--- src/rtl/tlb_pkg.sv ---
package tlb_pkg;
  localparam int TLB_ENTRIES = 32;
  localparam int EA_W        = 32;
  localparam int PG_SHIFT    = 12;
  localparam int VPN_W       = EA_W - PG_SHIFT;
  localparam int ASID_W      = 4;
  localparam int GRP_W       = 3;
  localparam int SIZE_W      = 3;

  typedef struct packed {
    logic              shared;
    logic [SIZE_W-1:0] size;
    logic [ASID_W-1:0] asid;
    logic [GRP_W-1:0]  grp;
    logic [VPN_W-1:0]  epn;
    logic [VPN_W-1:0]  ppn;
  } tlb_entry_t;

  // Ones mark page-number bits that take part in the compare.
  function automatic logic [VPN_W-1:0] page_mask(input logic [SIZE_W-1:0] code);
    logic [VPN_W-1:0] m;
    m = '1;
    case (code)
      3'd1:    m = m << 2;
      3'd2:    m = m << 6;
      3'd3:    m = m << 7;
      3'd4:    m = m << 11;
      default: m = '1;
    endcase
    return m;
  endfunction
endpackage

--- src/rtl/tlb_store.sv ---
module tlb_store
  import tlb_pkg::*;
#(
  parameter int ENTRIES = TLB_ENTRIES,
  localparam int IDX_W  = $clog2(ENTRIES)
) (
  input  logic                        clk,
  input  logic                        rst_n,
  input  logic                        inv_all,
  input  logic                        wr_en,
  input  logic [IDX_W-1:0]            wr_idx,
  input  tlb_entry_t                  wr_data,
  output logic [ENTRIES-1:0]          valid_q,
  output tlb_entry_t [ENTRIES-1:0]    ent_q
);
  always_ff @(posedge clk) begin
    if (!rst_n) begin
      valid_q <= '0;
    end else begin
      if (inv_all) valid_q <= '0;
      if (wr_en)   valid_q[wr_idx] <= 1'b1;
    end
  end

  always_ff @(posedge clk) begin
    if (wr_en) ent_q[wr_idx] <= wr_data;
  end
endmodule

--- src/rtl/tlb_cam.sv ---
module tlb_cam
  import tlb_pkg::*;
#(
  parameter int ENTRIES = TLB_ENTRIES
) (
  input  logic [ENTRIES-1:0]                   valid,
  input  logic [ENTRIES-1:0][VPN_W-1:0]        epn,
  input  logic [ENTRIES-1:0][SIZE_W-1:0]       size,
  input  logic [ENTRIES-1:0][ASID_W-1:0]       asid,
  input  logic [ENTRIES-1:0]                   shared,
  input  logic [VPN_W-1:0]                     lk_vpn,
  input  logic [ASID_W-1:0]                    lk_asid,
  output logic [ENTRIES-1:0]                   match
);
  for (genvar g = 0; g < ENTRIES; g++) begin : g_cmp
    logic [VPN_W-1:0] cmp_mask;
    logic             tag_eq;
    logic             space_eq;
    assign cmp_mask  = page_mask(size[g]);
    assign tag_eq    = ((epn[g] ^ lk_vpn) & cmp_mask) == '0;
    assign space_eq  = shared[g] | (asid[g] == lk_asid);
    assign match[g]  = valid[g] & tag_eq & space_eq;
  end
endmodule

--- src/rtl/tlb_pick.sv ---
module tlb_pick #(
  parameter int ENTRIES = 32,
  localparam int IDX_W  = $clog2(ENTRIES)
) (
  input  logic [ENTRIES-1:0] match,
  output logic               any,
  output logic               multi,
  output logic [IDX_W-1:0]   idx
);
  always_comb begin
    idx = '0;
    for (int i = ENTRIES - 1; i >= 0; i--) begin
      if (match[i]) idx = IDX_W'(i);
    end
  end

  assign any   = |match;
  assign multi = (match & (match - ENTRIES'(1))) != '0;
endmodule

--- src/rtl/tlb_multisize.sv ---
module tlb_multisize
  import tlb_pkg::*;
#(
  parameter int ENTRIES = TLB_ENTRIES,
  localparam int IDX_W  = $clog2(ENTRIES)
) (
  input  logic              clk,
  input  logic              rst_n,
  input  logic              lk_valid,
  input  logic [EA_W-1:0]   lk_ea,
  input  logic [ASID_W-1:0] lk_asid,
  output logic              lk_hit,
  output logic              lk_multi,
  output logic [EA_W-1:0]   lk_pa,
  output logic [GRP_W-1:0]  lk_group,
  input  logic              wr_en,
  input  logic [IDX_W-1:0]  wr_index,
  input  logic [VPN_W-1:0]  wr_epn,
  input  logic [VPN_W-1:0]  wr_ppn,
  input  logic [SIZE_W-1:0] wr_size,
  input  logic [ASID_W-1:0] wr_asid,
  input  logic              wr_shared,
  input  logic [GRP_W-1:0]  wr_group,
  input  logic              inv_all
);
  tlb_entry_t                      wr_data;
  logic [ENTRIES-1:0]              valid_q;
  tlb_entry_t [ENTRIES-1:0]        ent_q;
  logic [ENTRIES-1:0][VPN_W-1:0]   f_epn;
  logic [ENTRIES-1:0][SIZE_W-1:0]  f_size;
  logic [ENTRIES-1:0][ASID_W-1:0]  f_asid;
  logic [ENTRIES-1:0]              f_shared;
  logic [ENTRIES-1:0]              match;
  logic                            any_match;
  logic                            multi_match;
  logic [IDX_W-1:0]                win_idx;
  logic [VPN_W-1:0]                lk_vpn;
  logic [VPN_W-1:0]                win_mask;
  logic [VPN_W-1:0]                pa_vpn;

  always_comb begin
    wr_data.shared = wr_shared;
    wr_data.size   = wr_size;
    wr_data.asid   = wr_asid;
    wr_data.grp    = wr_group;
    wr_data.epn    = wr_epn;
    wr_data.ppn    = wr_ppn;
  end

  tlb_store #(.ENTRIES(ENTRIES)) u_store (
    .clk     (clk),
    .rst_n   (rst_n),
    .inv_all (inv_all),
    .wr_en   (wr_en),
    .wr_idx  (wr_index),
    .wr_data (wr_data),
    .valid_q (valid_q),
    .ent_q   (ent_q)
  );

  for (genvar g = 0; g < ENTRIES; g++) begin : g_fields
    assign f_epn[g]    = ent_q[g].epn;
    assign f_size[g]   = ent_q[g].size;
    assign f_asid[g]   = ent_q[g].asid;
    assign f_shared[g] = ent_q[g].shared;
  end

  assign lk_vpn = lk_ea[EA_W-1:PG_SHIFT];

  tlb_cam #(.ENTRIES(ENTRIES)) u_cam (
    .valid   (valid_q),
    .epn     (f_epn),
    .size    (f_size),
    .asid    (f_asid),
    .shared  (f_shared),
    .lk_vpn  (lk_vpn),
    .lk_asid (lk_asid),
    .match   (match)
  );

  tlb_pick #(.ENTRIES(ENTRIES)) u_pick (
    .match (match),
    .any   (any_match),
    .multi (multi_match),
    .idx   (win_idx)
  );

  assign win_mask = page_mask(ent_q[win_idx].size);
  assign pa_vpn   = (ent_q[win_idx].ppn & win_mask) | (lk_vpn & ~win_mask);

  assign lk_hit   = lk_valid & any_match;
  assign lk_multi = lk_valid & multi_match;
  assign lk_pa    = lk_hit ? {pa_vpn, lk_ea[PG_SHIFT-1:0]} : '0;
  assign lk_group = lk_hit ? ent_q[win_idx].grp : '0;
endmodule

--- config.mk ---
export PLATFORM = sky130hd
export DESIGN_NAME = tlb_multisize
export DESIGN_NICKNAME = d
export VERILOG_FILES = /design/src/rtl/tlb_pkg.sv /design/src/rtl/tlb_store.sv /design/src/rtl/tlb_cam.sv /design/src/rtl/tlb_pick.sv /design/src/rtl/tlb_multisize.sv
export SDC_FILE = /design/constraint.sdc
export NUM_CORES = 2
export LEC_CHECK = 0
export BUFFER_PORTS_ARGS = -buffer_cell sky130_fd_sc_hd__buf_2
export CAP_MARGIN = 20
export CORE_MARGIN = 3
export CORE_UTILIZATION = 42
export DETAILED_ROUTE_END_ITERATION = 6
export SYNTH_ARGS = -nofsm -noshare
export SYNTH_HDL_FRONTEND = slang
export SYNTH_SLANG_ARGS = --single-unit
--- constraint.sdc ---
create_clock -name clk -period 10.18 [get_ports clk]
set_clock_uncertainty 0.2 [all_clocks]
set_input_delay 2.036 -clock clk [delete_from_list [all_inputs] [get_ports clk]]
set_output_delay 2.036 -clock clk [all_outputs]
set_load 0.005 [all_outputs]
==> Flow_metrics.wiki <==
{| class="wikitable"
! Metric !! Value
|-
| Relative slew slack || 0.239
|-
| Worst-path clk slew || 0.06 ns
|-
| Worst setup SP type || input port
|-
| Worst Hold Slack || 0.380 ns
|-
| Port Buffer Count || 133
|-
| Syn Std Cell Area || 72600 sq um
|-
| Final weighted congestion of routability-driven global placement || 0.981
|-
| Cell Chain, Critical Path || buf_2, buf_4, buf_4, xor2_1, o41ai_1, o211ai_1, nand2_1, a22oi_1, a21boi_0, a21oi_4, buf_12, buf_4, buf_4, mux2_2, o21ai_0, o21ai_0, o21ai_0, o21ai_0, and2_1, buf_2
|-
| Worst endpoint data arrival time || 7.56 ns
|-
| Worst-skew pair later-pin latency || 0.80 ns
|-
| CTS tree || built
|-
| Die Ht || 422 microns
|-
| Required time reported for the critical path endpoint || 7.94 ns
|-
| Syn_nets || 4871
|-
| Commonest non-fill, non-tap cell in the layout || sky130_fd_sc_hd__edfxtp_1
|-
| Top flip-flop cell by instance count after synthesis || sky130_fd_sc_hd__edfxtp_1
|-
| Number of distinct library cells after synthesis || 110
|-
| Root Buffer || sky130_fd_sc_hd__clkbuf_16
|-
| Layout overhead on the synthesized area || 13.1%
|-
| Vias in the first global route || 40825
|-
| WL/cell || 27.0 microns
|-
| Highest-count cells in the layout ignoring fill and taps || 1632 x sky130_fd_sc_hd__edfxtp_1, 561 x sky130_fd_sc_hd__xnor2_1, 319 x sky130_fd_sc_hd__mux2i_1
|-
| Slowest-stage cell, CP || sky130_fd_sc_hd__o41ai_1
|-
| Type of the most critical hold path || reg2reg
|-
| Max-cap violation count || 0
|-
| I/O pin cnt || 134
|-
| Clock sink count || 1664
|-
| Clock Tree Buf Depth || 3
|-
| Cells after synthesis || 4774
|-
| Critical path endpoint category || primary output
|-
| Buffers and inverters on the worst path || 7
|-
| Starting utilization of the core area || 0.423
|-
| Setup repair after global routing missed its margin || false
|-
| Hold Path End || u_store.valid_q[25]$_SDFF_PN0_
|-
| Worst R2R End || u_store.valid_q[28]$_SDFF_PN0_
|-
| Maximum number of pins on one net before global-route repair || 96
|-
| Total vias in the final route || 42043
|-
| Number of DRC markers after the initial detailed-route iteration || 3888
|-
| Actual transition at the worst max-transition pin || 1.14 ns
|-
| Register area share after synthesis || 0.683
|-
| Standard cell core area || 172000 sq um
|-
| Resized cells post-CTS || 0
|-
| CP Class || in2out
|-
| Post-CTS setup-driven buffer insertion count || 0
|-
| Post-route clock period utilization || 0.962
|-
| Register bit total from synthesis || 1664
|-
| Cell Pwr Density || 175 nW/um^2
|-
| Accumulated negative setup slack || 0 ns
|-
| Family of cells with the greatest summed delay on the critical path || compound AO/OA/AOI/OAI gates
|-
| Number of buffers inserted during clock tree synthesis || 174
|-
| Yosys warns || 0
|-
| Leakage power summed over all cells || 25.4 nW
|-
| Final critical path time including I/O delays and setup || 9.80 ns
|-
| Worst hold path depth || 2
|-
| Final hold violation count || 0
|-
| Setup violation total in the final timing report || 0
|-
| Total routing resource utilization after global routing || 0.223
|-
| Worst min-delay path startpoint || u_store.valid_q[25]$_SDFF_PN0_
|-
| Mapped Avg Cell Area || 15.2 sq um
|-
| Placement Rows || 152
|-
| Max-slew violation count || 0
|-
| Outcome || finished clean
|-
| Antenna diode instance count || 0
|-
| Number of iterations in the first detailed-routing pass || 6
|-
| Die outline area || 178000 sq um
|-
| FF-to-FF path depth || 2
|-
| Number of nets in the finished design || 5129
|-
| Proportion of register bits with asynchronous set or reset after synthesis || 0
|-
| First-pass GRT wire length || 290000 microns
|-
| Number of vias per cell after detailed routing || 5.61
|-
| Source of the worst register-to-register timing path || u_store.valid_q[28]$_SDFF_PN0_
|-
| Number of levels in the clock H-tree || 4
|-
| R2r setup slk || 9.21 ns
|-
| Initial antenna violation count || 2
|-
| Post-CTS Hold Buffers || 0
|-
| Die X || 422 microns
|-
| Routed wire length || 202000 microns
|-
| Highest net fanout along the worst path || 27
|-
| Fraction of final layout cells with drive strength greater than 1 || 0.136
|-
| Achievable Freq || 102 MHz
|-
| Maximum single-stage delay on the critical path || 0.56 ns
|-
| Remaining number of nets flagged by the antenna check after routing || 0
|-
| Peak supply drop || 0.000188 V
|-
| Overflow after GRT || 0
|-
| Final core area utilization || 0.478
|-
| EDFF count, synth || 1632
|-
| Placed wire-length estimate || 125000 microns
|-
| DR DRC count || 0
|}
==> metrics by stage <==
step / area (sq um) / setup slack [ns] / std cells / power (mW)
after floorplan: 72600 / 2.19 / 4774 / 8.10
after global placement: 76500 / 0.445 / 7162 / 8.34
after detailed placement: 76500 / 0.384 / 7164 / 8.35
after CTS: 82100 / 0.408 / 7487 / 14.5
after global routing: 82100 / 0.166 / 7489 / 14.8
final: 82100 / 0.382 / 7489 / 14.4
==> logic make-up (layout without fill, tap and decap cells) <==
| group | Yosys count | after routing | share of synthesized area |
|---|---|---|---|
| AND/OR/NAND/NOR | 949 | 949 | 0.0713 |
| AO/OA/AOI/OAI | 754 | 754 | 0.0741 |
| buffers and inverters | 255 | 660 | 0.0244 |
| multiplexers | 379 | 379 | 0.0535 |
| flip-flops | 1664 | 1664 | 0.683 |
| adder cells (fa/ha/maj) | 5 | 5 | 0.000706 |
| XOR/XNOR | 768 | 768 | 0.0927 |
==> worst max-delay path by stage <==
stage               depth (start not counted)      start   endpoint
finish                                     20  lk_ea[15]  lk_pa[26]
global placement                           20  lk_ea[15]  lk_pa[26]
global route                               22  lk_ea[15]  lk_pa[22]
floorplan                                  16  lk_ea[23]  lk_pa[13]
CTS                                        20  lk_ea[15]  lk_pa[26]
detailed placement                         22  lk_ea[15]  lk_pa[22]
==> area by class of cell <==
cell class	count	area [sq um]
clock buffer	227	4640
clock inverter	96	926
fill	14731	89600
inverter	19	71.3
multi-input combinational	2855	21500
sequential	1664	49600
tap	2310	2890
timing repair buffer	318	2420
==> cell usage after synthesis, types with 11 or more instances <==
library cell | number | area, sq um
sky130_fd_sc_hd__and3_1 | 13 | 81.3
sky130_fd_sc_hd__o22ai_1 | 11 | 68.8
sky130_fd_sc_hd__nor2b_1 | 139 | 870
sky130_fd_sc_hd__nand2_1 | 233 | 875
sky130_fd_sc_hd__nor4_1 | 50 | 313
sky130_fd_sc_hd__o21ai_0 | 79 | 395
sky130_fd_sc_hd__nand4b_1 | 18 | 158
sky130_fd_sc_hd__nand3b_1 | 18 | 135
sky130_fd_sc_hd__inv_1 | 18 | 67.6
sky130_fd_sc_hd__clkbuf_1 | 59 | 221
sky130_fd_sc_hd__or4_1 | 11 | 82.6
sky130_fd_sc_hd__nor2_1 | 114 | 428
sky130_fd_sc_hd__and2_1 | 23 | 144
sky130_fd_sc_hd__a211oi_1 | 193 | 1450
sky130_fd_sc_hd__xnor2_1 | 561 | 4910
sky130_fd_sc_hd__buf_4 | 50 | 375
sky130_fd_sc_hd__nand3_1 | 51 | 255
sky130_fd_sc_hd__a311oi_1 | 18 | 158
sky130_fd_sc_hd__edfxtp_1 | 1632 | 49000
sky130_fd_sc_hd__buf_6 | 47 | 529
sky130_fd_sc_hd__mux2_2 | 54 | 608
sky130_fd_sc_hd__nand2b_1 | 36 | 225
sky130_fd_sc_hd__a31oi_1 | 21 | 131
sky130_fd_sc_hd__xor2_1 | 206 | 1800
sky130_fd_sc_hd__o41ai_1 | 14 | 123
sky130_fd_sc_hd__buf_2 | 62 | 310
sky130_fd_sc_hd__a41oi_1 | 49 | 429
sky130_fd_sc_hd__a21oi_1 | 163 | 816
sky130_fd_sc_hd__o21a_1 | 40 | 300
sky130_fd_sc_hd__nor3b_1 | 23 | 173
sky130_fd_sc_hd__dfxtp_1 | 32 | 641
sky130_fd_sc_hd__nand4_1 | 103 | 644
sky130_fd_sc_hd__mux2i_1 | 319 | 3190
sky130_fd_sc_hd__nor3_1 | 59 | 295
==> sequential cells by signal, summed over array words and instances, names as in the netlist <==
name,count
u_store.ent_q,1632
u_store.valid_q,32
==> power breakdown <==
part | total (mW) | internal [mW] | leakage [nW] | switching [mW]
Combinational | 0.573 | 0.176 | 7.69 | 0.397
Sequential | 7.63 | 7.61 | 15.0 | 0.0285
Clock | 6.19 | 3.54 | 2.70 | 2.66
==> tightest hold or removal path, delay by kind of cell, from the launching register on <==
family,cells,cell delay (ns)
AND/OR/NAND/NOR,1,0.13
flip-flops,1,0.32
AO/OA/AOI/OAI,1,0.11
==> metal layers <==
| metal | global-route usage | vias to the layer above | routed length (microns) |
|---|---|---|---|
| met3 | 0.0335 | 278 | 11700 |
| met2 | 0.372 | 1409 | 98300 |
| met4 | 0.0737 | 2 | 6270 |
| met1 | 0.300 | 21511 | 85900 |
| li1 | - | 18843 | - |
| met5 | 0 | - | 7 |
Note: power is estimated with default switching activity, not from simulation.
